`config.mk`:
```
export PLATFORM = sky130hd
export DESIGN_NAME = mpwm_core
export DESIGN_NICKNAME = d
export VERILOG_FILES = /design/src/rtl/mpwm_pkg.sv /design/src/rtl/mpwm_detect.sv /design/src/rtl/mpwm_balance.sv /design/src/rtl/mpwm_duty.sv /design/src/rtl/mpwm_channel.sv /design/src/rtl/mpwm_core.sv
export SDC_FILE = /design/constraint.sdc
export NUM_CORES = 1
export LEC_CHECK = 0
export BUFFER_PORTS_ARGS = -buffer_cell sky130_fd_sc_hd__buf_2
export CORE_MARGIN = 8
export CORE_UTILIZATION = 45
export DETAILED_ROUTE_END_ITERATION = 7
export SETUP_SLACK_MARGIN = 0.4
export SKIP_LAST_GASP = 1
export SLEW_MARGIN = 20
export SYNTH_ARGS = -nofsm -noshare
export SYNTH_HDL_FRONTEND = slang
export SYNTH_SLANG_ARGS = --single-unit
```
`constraint.sdc`:
```
create_clock -name clk -period 12.5 [get_ports clk]
set_clock_uncertainty 0.1 [all_clocks]
set_input_delay 2.5 -clock clk [delete_from_list [all_inputs] [get_ports clk]]
set_output_delay 2.5 -clock clk [all_outputs]
set_load 0.01 [all_outputs]
```
`src/rtl/mpwm_pkg.sv`:
```
package mpwm_pkg;

    localparam int NPH = 4;

    typedef enum logic [1:0] {
        ST_STRAP = 2'd0,
        ST_ALIGN = 2'd1,
        ST_RUN   = 2'd2
    } mp_state_e;

    typedef enum logic [1:0] {
        MD_PWM = 2'd0,
        MD_LOW = 2'd1,
        MD_TRI = 2'd2,
        MD_OFF = 2'd3
    } mp_mode_e;

endpackage

```
`src/rtl/mpwm_detect.sv`:
```
// Captures the strap inputs once and derives the active-phase count and mask.
module mpwm_detect (
    input  logic       clk,
    input  logic       rst_n,
    input  logic       capture,
    input  logic [1:0] strap,
    output logic [2:0] nph_q,
    output logic [3:0] act
);

    always_ff @(posedge clk or negedge rst_n) begin
        if (!rst_n) begin
            nph_q <= 3'd4;
        end else if (capture) begin
            if (strap[1]) nph_q <= strap[0] ? 3'd2 : 3'd3;
            else          nph_q <= 3'd4;
        end
    end

    always_comb begin
        unique case (nph_q)
            3'd2:    act = 4'b0011;
            3'd3:    act = 4'b0111;
            default: act = 4'b1111;
        endcase
    end

endmodule

```
`src/rtl/mpwm_balance.sv`:
```
// Averages the stored samples of the active phases and flags overcurrent.
module mpwm_balance #(
    parameter int NPH  = 4,
    parameter int IW   = 8,
    parameter int TRIP = 165
) (
    input  logic [2:0]        nph,
    input  logic [NPH-1:0]    act,
    input  logic [NPH*IW-1:0] samp,
    output logic [IW-1:0]     avg,
    output logic              ocp
);

    localparam int SUMW = IW + 2;

    logic [SUMW-1:0] sum;

    always_comb begin
        sum = '0;
        for (int i = 0; i < NPH; i++) begin
            if (act[i]) sum = sum + SUMW'(samp[i*IW +: IW]);
        end
    end

    always_comb begin
        unique case (nph)
            3'd2:    avg = IW'(sum >> 1);
            3'd3:    avg = IW'(sum / SUMW'(3));
            default: avg = IW'(sum >> 2);
        endcase
    end

    assign ocp = avg > IW'(TRIP);

endmodule

```
`src/rtl/mpwm_duty.sv`:
```
// Balanced duty for one phase: limited command plus weighted imbalance, saturated.
module mpwm_duty #(
    parameter int CW   = 10,
    parameter int IW   = 8,
    parameter int GAIN = 1
) (
    input  logic [CW-1:0] duty_cmd,
    input  logic [CW-1:0] dmax,
    input  logic [IW-1:0] avg,
    input  logic [IW-1:0] own,
    output logic [CW-1:0] dnext
);

    localparam int SW = CW + IW + 8;
    localparam logic signed [SW-1:0] GAIN_S = SW'(GAIN);

    logic [CW-1:0]        base;
    logic signed [SW-1:0] diff, base_s, dmax_s, total;

    assign base   = (duty_cmd > dmax) ? dmax : duty_cmd;
    assign diff   = $signed({{(SW-IW){1'b0}}, avg}) - $signed({{(SW-IW){1'b0}}, own});
    assign base_s = $signed({{(SW-CW){1'b0}}, base});
    assign dmax_s = $signed({{(SW-CW){1'b0}}, dmax});
    assign total  = base_s + diff * GAIN_S;

    always_comb begin
        if (total < 0)           dnext = '0;
        else if (total > dmax_s) dnext = dmax;
        else                     dnext = CW'(total);
    end

endmodule

```
`src/rtl/mpwm_channel.sv`:
```
// One phase: ramp counter, per-period duty register, sample strobe, output stage.
module mpwm_channel
    import mpwm_pkg::*;
#(
    parameter int CW   = 10,
    parameter int IW   = 8,
    parameter int GAIN = 1
) (
    input  logic          clk,
    input  logic          rst_n,
    input  logic          align,
    input  logic          run,
    input  logic          act,
    input  logic [CW-1:0] per,
    input  logic [CW-1:0] init_cnt,
    input  logic [CW-1:0] third,
    input  logic [CW-1:0] dmax,
    input  logic [CW-1:0] duty_cmd,
    input  logic [IW-1:0] avg,
    input  logic [IW-1:0] cur_in,
    input  logic [1:0]    mode,
    output logic          pwm,
    output logic          oe,
    output logic          stb,
    output logic [IW-1:0] samp
);

    logic [CW-1:0] cnt_q, duty_q, dnext;
    logic          wrap;
    logic [CW:0]   sp, spw;

    mpwm_duty #(.CW(CW), .IW(IW), .GAIN(GAIN)) u_duty (
        .duty_cmd (duty_cmd),
        .dmax     (dmax),
        .avg      (avg),
        .own      (samp),
        .dnext    (dnext)
    );

    assign wrap = (cnt_q == per - 1'b1);
    assign sp   = {1'b0, duty_q} + {1'b0, third};
    assign spw  = (sp >= {1'b0, per}) ? (sp - {1'b0, per}) : sp;
    assign stb  = run && act && ({1'b0, cnt_q} == spw);

    always_ff @(posedge clk or negedge rst_n) begin
        if (!rst_n) begin
            cnt_q  <= '0;
            duty_q <= '0;
            samp   <= '0;
        end else if (align) begin
            cnt_q  <= act ? init_cnt : '0;
            duty_q <= '0;
            samp   <= '0;
        end else if (run && act) begin
            if (stb) samp <= cur_in;
            if (wrap) begin
                cnt_q  <= '0;
                duty_q <= dnext;
            end else begin
                cnt_q  <= cnt_q + 1'b1;
            end
        end
    end

    always_comb begin
        pwm = 1'b0;
        oe  = 1'b0;
        if (run && act) begin
            unique case (mp_mode_e'(mode))
                MD_PWM: begin
                    oe  = 1'b1;
                    pwm = (cnt_q < duty_q);
                end
                MD_LOW: oe = 1'b1;
                MD_TRI, MD_OFF: begin
                    oe  = 1'b0;
                    pwm = 1'b0;
                end
            endcase
        end
    end

endmodule

```
`src/rtl/mpwm_core.sv`:
```
// Top: start-up sequencer, period capture, phase offsets, per-phase channels.
module mpwm_core
    import mpwm_pkg::*;
#(
    parameter int CW       = 10,
    parameter int IW       = 8,
    parameter int GAIN     = 1,
    parameter int NOM_FULL = 100
) (
    input  logic              clk,
    input  logic              rst_n,
    input  logic [1:0]        strap_hi,
    input  logic [CW-1:0]     period,
    input  logic [CW-1:0]     duty_cmd,
    input  logic [NPH*IW-1:0] isense,
    input  logic [2*NPH-1:0]  mode,
    output logic [NPH-1:0]    pwm_out,
    output logic [NPH-1:0]    pwm_oe,
    output logic [NPH-1:0]    sample_stb,
    output logic [2:0]        phase_cnt,
    output logic [IW-1:0]     avg_cur,
    output logic              ocp_flag
);

    localparam int TRIP = NOM_FULL * 165 / 100;
    localparam int KW   = CW + 2;

    mp_state_e st_q, st_d;
    logic capture, align, run;
    logic [CW-1:0] per_q, third, dmax;
    logic [3:0]    act;
    logic [NPH*IW-1:0] samp_w;

    // state register
    always_ff @(posedge clk or negedge rst_n) begin
        if (!rst_n) st_q <= ST_STRAP;
        else        st_q <= st_d;
    end

    // transitions: strap_done, align_done
    always_comb begin
        unique case (st_q)
            ST_STRAP: st_d = ST_ALIGN;
            ST_ALIGN: st_d = ST_RUN;
            ST_RUN:   st_d = ST_RUN;
            default:  st_d = ST_STRAP;
        endcase
    end

    // state-decoded controls
    always_comb begin
        capture = (st_q == ST_STRAP);
        align   = (st_q == ST_ALIGN);
        run     = (st_q == ST_RUN);
    end

    always_ff @(posedge clk or negedge rst_n) begin
        if (!rst_n)       per_q <= '0;
        else if (capture) per_q <= period;
    end

    assign third = per_q / CW'(3);
    assign dmax  = CW'(({2'b00, per_q} + {1'b0, per_q, 1'b0}) >> 2);

    mpwm_detect u_detect (
        .clk     (clk),
        .rst_n   (rst_n),
        .capture (capture),
        .strap   (strap_hi),
        .nph_q   (phase_cnt),
        .act     (act)
    );

    mpwm_balance #(.NPH(NPH), .IW(IW), .TRIP(TRIP)) u_bal (
        .nph  (phase_cnt),
        .act  (act),
        .samp (samp_w),
        .avg  (avg_cur),
        .ocp  (ocp_flag)
    );

    for (genvar k = 0; k < NPH; k++) begin : g_ph
        logic [KW-1:0] kp;
        logic [CW-1:0] off, init;

        assign kp = KW'(k) * {2'b00, per_q};

        always_comb begin
            unique case (phase_cnt)
                3'd2:    off = CW'(kp >> 1);
                3'd3:    off = CW'(kp / KW'(3));
                default: off = CW'(kp >> 2);
            endcase
        end

        assign init = (off == '0) ? '0 : (per_q - off);

        mpwm_channel #(.CW(CW), .IW(IW), .GAIN(GAIN)) u_ch (
            .clk      (clk),
            .rst_n    (rst_n),
            .align    (align),
            .run      (run),
            .act      (act[k]),
            .per      (per_q),
            .init_cnt (init),
            .third    (third),
            .dmax     (dmax),
            .duty_cmd (duty_cmd),
            .avg      (avg_cur),
            .cur_in   (isense[k*IW +: IW]),
            .mode     (mode[2*k +: 2]),
            .pwm      (pwm_out[k]),
            .oe       (pwm_oe[k]),
            .stb      (sample_stb[k]),
            .samp     (samp_w[k*IW +: IW])
        );
    end

endmodule

```
== Word-level counts from Yosys, hierarchy flattened ==
Index checks and enable logic that the tools add are counted.
W data, S select, Z words.

* Order comparisons: 18
* Divide/modulo/power cells: 5
* $mul: 1
* Reduce and logical (&&, ||, !) cells: 45
* Add/sub/neg operators: 28
* Muxes and demuxes: 83
* Eq/ne operators: 24

{| class="wikitable"
|+ Operators with widths
! kind !! count
|-
| $mux W10 || 42
|-
| $mux W8 || 13
|-
| $pmux W10 S2 || 3
|-
| $add A11 B9 Y12 || 4
|-
| $gt A12 B11 Y1 || 4
|-
| $lt A12 B1 Y1 const B || 4
|-
| $add A10 B10 Y11 || 4
|-
| $eq A10 B11 Y1 || 4
|-
| $ge A11 B10 Y1 || 4
|-
| $mux W11 || 4
|-
| $sub A11 B10 Y11 || 4
|-
| $add A10 B1 Y10 const B || 4
|-
| $eq A10 B10 Y1 || 4
|-
| $lt A10 B10 Y1 || 4
|-
| $sub A8 B8 Y9 || 4
|-
| $logic_not A10 Y1 || 3
|-
| $sub A10 B10 Y10 || 3
|-
| $reduce_bool A2 Y1 || 12
|-
| $add A10 B8 Y10 || 2
|-
| $div A10 B2 Y10 const B || 2
|-
| $eq A2 B2 Y1 const B || 9
|-
| $reduce_or A2 Y1 || 9
|-
| $pmux W8 S2 || 1
|-
| $reduce_and A2 Y1 || 8
|-
| other kinds (18) || 49
|}

* Logic and storage cells: 219
* Input port bits: 64
* Register bits: 127
* Output and inout bits: 24

== Longest topological paths before layout ==
Gate-level depths: netlist of run 1.

* Word-level depth: 19
* Depth in mapped cells: 61
* Gate-level depth less buffers: 59

== Modules after synthesis ==
From an unflattened synthesis of run 1, not the netlist that was laid out.

* Cell total of the unflattened synthesis: 4,494
* Area, all modules: 33,105.5 sq um

{| class="wikitable"
|+ Modules (own cells, without submodules)
! module !! times used !! seq. area each (sq um) !! cells an instance !! area an instance (sq um)
|-
| mpwm_channel at g_ph[1].u_ch ... || 3 || 700.7 || 402 || 3,215.6
|-
| mpwm_core || 1 || 300.3 || 1,380 || 9,272.6
|-
| mpwm_duty || 4 || 0.0 || 254 || 1,876.8
|-
| mpwm_channel at g_ph[0].u_ch || 1 || 700.7 || 434 || 3,448.3
|-
| mpwm_balance || 1 || 0.0 || 444 || 3,081.7
|-
| mpwm_detect || 1 || 76.3 || 14 || 148.9
|}

== Least setup slack after synthesis of run 1 ==
No wires, ideal clock.

* Path type: flip-flop to output port
* Start: reg per_q[5]
* End: out sample_stb[2]
* Path buffers: 9
* Arrival: 10.371 ns
* Stages on the path, launching flop included: 51
* Setup slack: -0.471 ns
* Data required time: 9.900 ns
* Cell sequence: dfrtp_1 clkbuf_1 inv_1 clkbuf_1 buf_1 ha_1 nor2b_1 buf_6 buf_8 nor3_1 o211a_1 o311ai_0 o21ai_0 and3_1 or4_1 a21oi_1 o21ai_0 a21boi_0 [... 15 more ...] nand2b_1 and2_1 o21ai_0 nand2b_1 a21o_1 a21o_1 a21o_1 a21o_1 nand2_1 and2_1 clkbuf_1 clkbuf_1 mux2i_1 xor2_1 nand4_1 nor3_1 buf_1 buf_4

* Longest elaborated chain between the ends: 6

{| class="wikitable"
|+ Ends and longest elaborated chain
! what !! RTL line !! source
|-
| from (decl) || mpwm_core.sv:30 || <nowiki>logic [CW-1:0] per_q, third, dmax;</nowiki>
|-
| from (signal assigned) || mpwm_core.sv:59 || <nowiki>else if (capture) per_q <= period;</nowiki>
|-
| $div A10 B2 Y10 || mpwm_core.sv:62 || <nowiki>assign third = per_q / CW'(3);</nowiki>
|-
| $add A10 B10 Y11 || mpwm_channel.sv:41 || <nowiki>assign sp = {1'b0, duty_q} + {1'b0, third};</nowiki>
|-
| $sub A11 B10 Y11 or $ge A11 B10 Y1 (tied branches) || mpwm_channel.sv:42 || <nowiki>assign spw = (sp >= {1'b0, per}) ? (sp - {1'b0, per}) : sp;</nowiki>
|-
| $mux W11 * || mpwm_channel.sv:42 ||
|-
| $eq A10 B11 Y1 * || mpwm_channel.sv:43 || <nowiki>assign stb = run && act && ({1'b0, cnt_q} == spw);</nowiki>
|-
| $logic_and A1 B1 Y1 * || mpwm_channel.sv:43 ||
|-
| to (decl) || mpwm_core.sv:19 || <nowiki>output logic [NPH-1:0] sample_stb,</nowiki>
|}

Mark *: on every way between the ends. The rest lies on a longest branch, timed or not.

== Final worst setup path of run 1 ==
* Start: reg per_q[6]
* End: out sample_stb[3]

The elaborated chain is that of the path after synthesis.

==> results of run 1 <==
cells by family after synthesis:
kind of cell               share of synthesized area (%)
AOI/OAI and AO/OA                                   27.2
and+or+nand+nor                                     20.6
buffers and inverters                               6.26
adders and majority gates                           18.4
xor gates and xnor gates                            10.3
DFF                                                 12.7
muxes                                               4.58
worst min path at each step:
stage                                start                      to  slack, ns
floorplan             g_ph[1].u_ch.samp[2]    g_ph[1].u_ch.samp[2]       0.38
global placement      g_ph[1].u_ch.samp[6]    g_ph[1].u_ch.samp[6]       0.40
detailed placement    g_ph[1].u_ch.samp[3]    g_ph[1].u_ch.samp[3]       0.41
CTS                   g_ph[1].u_ch.samp[3]    g_ph[1].u_ch.samp[3]       0.42
global route        g_ph[3].u_ch.duty_q[6]  g_ph[3].u_ch.duty_q[6]       0.46
finish                g_ph[1].u_ch.samp[3]    g_ph[1].u_ch.samp[3]       0.42
cell usage after synthesis (all sizes together), types with 15 or more instances:
master,number,area share (%)
o21bai,26,0.78
clkbuf,87,1.3
or3,18,0.49
xor2,122,4.3
fa,23,1.8
a211oi,37,1.2
nor2b,72,1.8
nand2b,89,2.2
nor3,67,1.4
nand2,216,3.3
mux2i,96,3.9
and2,29,0.74
o31ai,20,0.62
inv,225,3.4
and3,30,0.77
dfrtp,126,13
mux2,15,0.71
a21o,107,3.2
nor3b,19,0.57
ha,329,16
o21ai,335,6.7
nor4,27,0.90
o211ai,25,0.77
a21oi,268,5.4
buf,65,1.6
nand4,54,1.4
xnor2,168,6.0
nor2,239,3.7
nand3,81,1.7
o21a,21,0.63
a31oi,33,0.85
a211o,15,0.53
through the flow:
stage               hold slack (ns)  std cells
global placement              0.400       4070
floorplan                     0.375       3304
detailed placement            0.412       4070
CTS                           0.421       4114
finish                        0.417       4162
global route                  0.455       4162
flip-flops by register name, indices dropped and copies added, names as in the netlist:
register	count
g_ph.u_ch.samp	32
g_ph.u_ch.duty_q	40
u_detect.nph_q	3
st_q	2
per_q	10
g_ph.u_ch.cnt_q	40
area by class of cell:
| type | instances | share of cell area [%] |
|---|---|---|
| Sequential cell | 127 | 11.2 |
| Timing Repair Buffer | 228 | 5.63 |
| Clock inverter | 14 | 0.707 |
| Clock buffer | 18 | 1.51 |
| Inverter | 226 | 3.00 |
| Multi-Input combinational cell | 2801 | 74.7 |
| Tap cell | 748 | 3.29 |
cell usage in the layout (no fill, tap or decap), types with 69 or more instances in the layout:
| cell type | n |
|---|---|
| nand3_1 | 73 |
| nor2_1 | 224 |
| a21oi_1 | 228 |
| buf_4 | 123 |
| nor2b_1 | 69 |
| ha_1 | 318 |
| nand2_1 | 207 |
| a21o_1 | 101 |
| xnor2_1 | 155 |
| dfrtp_1 | 120 |
| nand2b_1 | 86 |
| xor2_1 | 120 |
| buf_2 | 87 |
| mux2i_1 | 87 |
| o21ai_0 | 265 |
| inv_1 | 218 |
metal layers:
| layer | vias to the layer above | global-route usage (%) | routed length, um |
|---|---|---|---|
| li1 | 12200 | - | - |
| met1 | 12300 | 36.0 | 39900 |
| met2 | 1059 | 44.2 | 40900 |
| met3 | 236 | 4.91 | 6870 |
| met4 | 0 | 9.49 | 3950 |
| met5 | - | 0 | 0 |
tightest hold or removal path: stages (launching register included):
cell and delay [ns]:
dfrtp_1 0.37, nand2_1 0.05, o21ai_0 0.06
timing repair:
item	in CTS	in global routing
pin swaps	11	58
setup buffers	12	45
cloned	0	3
setup endpoints to repair	44	44
gates resized for setup	56	205
==> impl_results.md, run 1 <==
- Fin crit period: 11.89 ns
- Register area share after synthesis: between 10% and 20%
- Status: completed
- Die X: 252 um
- R2R depth: 52
- Crit. End Element: output pin
- Area of the multi-input gates: approximately 0.021 sq mm
- CP endpoint: sample_stb[3]
- Worst slew margin: 25.4%
- R2R setup slack: 0.91 ns
- Layout cells sized above 1: 15.6%
- Post-DP HPWL: 69.9 mm
- Clk Latency, worst-skew pair: 0.46 ns
- WL final: 91.6 mm
- Nets: 3817
- Fin. max-slew vios: 0
- Worst path max stage delay: 0.52 ns
- Startpoint Class: flip-flop
- Max Root-Sink Buffers: 2
- FF+latch area: 0.00319 sq mm
- Setup TNS: 0 ns
- CP Max Fanout: 11
- # IOs: 88
- Initial core utilization: 45.4%
- H-tree depth: 4
- Final Hold Viols: 0
- Max cap viols: 0
- Max Clk Rate: 84.1 MHz
- Worst path depth: 47
- Synthesis Warnings: 0
- Hold depth: 2
- RSZ-0062 raised after global routing: no
- Fin crit share: 95.1%
- Crit path max-delay family: simple AND/OR/NAND/NOR gates
- DR vias: 25800
- Initial antenna violation count: 0
- Fill cells: 5314
- Library cells used by synthesis: 130
- Async S/R FF share, synth: 100%
- CTS tree: built
- Final setup margin: 0.608 ns
- Buf/Inv on CP: 6
- Die area: 0.0633 sq mm
- DRT iter0 DRCs: roughly 2300
- N_diodes: 0
- Critical path origin: per_q[6]
- CP arrival: 9.29 ns
- Largest net degree at the start of global routing: 76
- Worst slew pin tran: 1.11 ns
- Cells after Synth: 3304
- Port bufs: 87
- Post-route cell area: 0.0285 sq mm
- Fin util: 51.8%
- GP Congestion: 0.950
- Placed Area: roughly 0.026 sq mm
- R2r startpoint: g_ph[0].u_ch.samp[0]
- Via/cell ratio: 6.19
- DIE HEIGHT: 252 um
- Mapped cell area: around 0.025 sq mm
- DRC errors left: 0
- Hold Crit Class: reg -> reg
- Cts hold-fix bufs: 0
- Num Clock Sinks: 127
- P&R area growth vs syn: 14.0%
- Core outline area: between 0.05 and 0.06 sq mm
- Mapped Nets: 3720
- Clock-pin slew on the worst setup and hold paths: roughly 0.06 ns
- Crit Path Category: reg -> out
- Avg Inst Size Synth: about 7.6 sq um
- Congestion Overflow GR: 0
- Critical Path RT: 9.90 ns
- Cell row count: 86
- Worst reg2reg path endpoint: g_ph[1].u_ch.duty_q[9]
- Slowest CP cell: or4_4
- Final ANT Viol Nets: 0
- Final setup vio count: 0
- Most common cell on crit path: a21o_1
- Mean routed wirelength per cell: 22.0 um
- First-pass GRT wire length: approximately 140 mm
- Most used flip-flop cell after synthesis: dfrtp_1
- DRT Pass-1 Iters: 6
- Clock root buffer master: clkbuf_16
- Global-route usage over all layers: a little over a quarter
- EDFF count, synth: 0
- Dpl ws: -0.303 ns
- Vias in the first global route: 24500
- Synth Register Bits: 127
- Inserted Clock Buffers: 17
Power of run 1 is not shown: default switching activity piles up to over one toggle a cycle in this logic, so the estimate is an artifact.
==> inputs of run 2 (changes only) <==
==> constraint.sdc (replaced) <==
create_clock -name clk -period 12.5 [get_ports clk]
set_clock_uncertainty 0.1 [all_clocks]
set_input_delay 2.5 -clock clk [delete_from_list [all_inputs] [get_ports clk]]
set_output_delay 2.5 -clock clk [all_outputs]
set_load 0.02 [all_outputs]
==> run 2 against run 1 <==
Against the previous run: wire length shrank 0.68%; register-to-register slack is essentially flat; global-route usage shrank 0.059 points; via count shrank 0.51%; core utilization shrank 0.72 points; setup slack lost 0.0093 ns; final cell count shrank 0.24%; non-clock buffer count shrank 10; largest cell class unchanged.
==> impl_results.md, run 2 (synthesis results as in run 1) <==
- Post-route cell area: 0.0281 sq mm
- DR vias: 25600
- Mean routed wirelength per cell: 21.9 um
- Crit. End Element: output pin
- Nets: about 3800
- Setup TNS: 0 ns
- Cell row count: 86
- Placed Area: 0.0263 sq mm
- Max Clk Rate: 84.0 MHz
- Clock root buffer master: clkbuf_16
- GP Congestion: 0.969
- H-tree depth: 4
- Fin. max-slew vios: 0
- Die area: 0.0633 sq mm
- CP arrival: 9.30 ns
- Status: completed
- Layout cells sized above 1: 14.3%
- CP Max Fanout: 8
- Fin crit period: 11.90 ns
- Post-DP HPWL: about 70 mm
- DRT iter0 DRCs: 2287
- Initial antenna violation count: 1
- Max cap viols: 0
- Critical Path RT: 9.90 ns
- Startpoint Class: flip-flop
- Core outline area: 0.0550 sq mm
- Inserted Clock Buffers: 17
- Port bufs: 87
- Clk Latency, worst-skew pair: 0.47 ns
- Hold Crit Class: reg -> reg
- DRC errors left: 0
- CTS tree: built
- Vias in the first global route: 24400
- Final setup vio count: 0
- DRT Pass-1 Iters: 6
- Commonest non-fill, non-tap cells in the layout: 315 x ha_1, 271 x o21ai_0, 235 x a21oi_1
- N_diodes: 0
- Worst slew pin tran: 1.19 ns
- Fin crit share: 95.2%
- Commonest non-fill, non-tap cell in the layout: ha_1
- R2r startpoint: g_ph[0].u_ch.samp[0]
- First-pass GRT wire length: 138 mm
- Max Root-Sink Buffers: 2
- RSZ-0062 raised after global routing: no
- Via/cell ratio: between 6 and 7
- Worst path max stage delay: 0.49 ns
- Global-route usage over all layers: a little over a quarter
- Clock-pin slew on the worst setup and hold paths: 0.06 ns
- Final ANT Viol Nets: 0
- Initial core utilization: 45.4%
- Top Registers: g_ph.u_ch.cnt_q (40), g_ph.u_ch.duty_q (40), g_ph.u_ch.samp (32)
- DIE HEIGHT: roughly 250 um
- # IOs: 88
- Largest net degree at the start of global routing: 77
- Worst slew margin: 20.3%
- Min-delay src: g_ph[1].u_ch.samp[6]
- P&R area growth vs syn: 12.4%
- Die X: approximately 250 um
- Slowest CP cell: or4_1
- WL final: 91.0 mm
- Crit Path Category: reg -> out
- Critical path origin: per_q[8]
- Congestion Overflow GR: 0
- Final Hold Viols: 0
- Num Clock Sinks: roughly 130
[run 2: metrics by stage]
stage / std cells / hold slack, ns / utilization [%] / setup WS, ns
finish: 4152 / 0.408 / 51.1 / 0.599
global route: 4152 / 0.439 / 51.1 / 0.271
CTS: 4113 / 0.416 / 49.4 / 0.374
detailed placement: 4066 / 0.401 / 47.8 / -0.221
global placement: 4066 / 0.403 / 47.8 / 0.123
floorplan: 3304 / 0.375 / - / 0.323
[run 2: final cells by class]
type	count	area, sq um
Tap cell	748	936
Multi-Input combinational cell	2801	21000
Inverter	226	862
Clock inverter	14	158
Timing Repair Buffer	218	1520
Fill cell	5350	26900
Clock buffer	18	429
Sequential cell	127	3190
[run 2: final timing paths]
| kind | slack [ns] | endpoint | cells past startpoint |
|---|---|---|---|
| worst min-delay path | 0.41 | g_ph[1].u_ch.samp[6] | 2 |
| worst max register to register | 0.91 | g_ph[0].u_ch.duty_q[9] | 53 |
| worst max-delay path | 0.60 | sample_stb[2] | 44 |
| min in group asynchronous | 1.93 | u_detect.nph_q[1] | 1 |
| worst min register to register | 0.41 | g_ph[1].u_ch.samp[6] | 2 |
| max in group asynchronous | 8.98 | per_q[3] | 2 |
[run 2: critical path, delay by kind of cell, from the launching register on]
kind / cells / cell delay, ns
muxes: 1 / 0.25
buffers and inverters: 7 / 0.96
xor gates and xnor gates: 3 / 0.56
and+or+nand+nor: 12 / 2.47
AOI/OAI and AO/OA: 17 / 3.07
DFF: 1 / 0.45
adders and majority gates: 4 / 1.06
[run 2: routing by layer]
metal | GRT usage, % | share of wire (%) | vias up
met3 | 4.32 | 7.0 | 198
li1 | - | - | 12200
met2 | 44.5 | 45 | 1072
met5 | 0 | 0 | -
met4 | 9.44 | 3.7 | 0
met1 | 35.9 | 44 | 12200
[run 2: repair_timing]
| item | CTS | global route |
|---|---|---|
| pin swaps | 8 | 53 |
| endpoints found under the setup margin | 44 | 44 |
| hold buffers | 0 | 0 |
| setup buffers | 14 | 35 |
| cloned | 1 | 4 |
| resized for setup | 49 | 163 |
Power of run 2 is left out for the same reason.
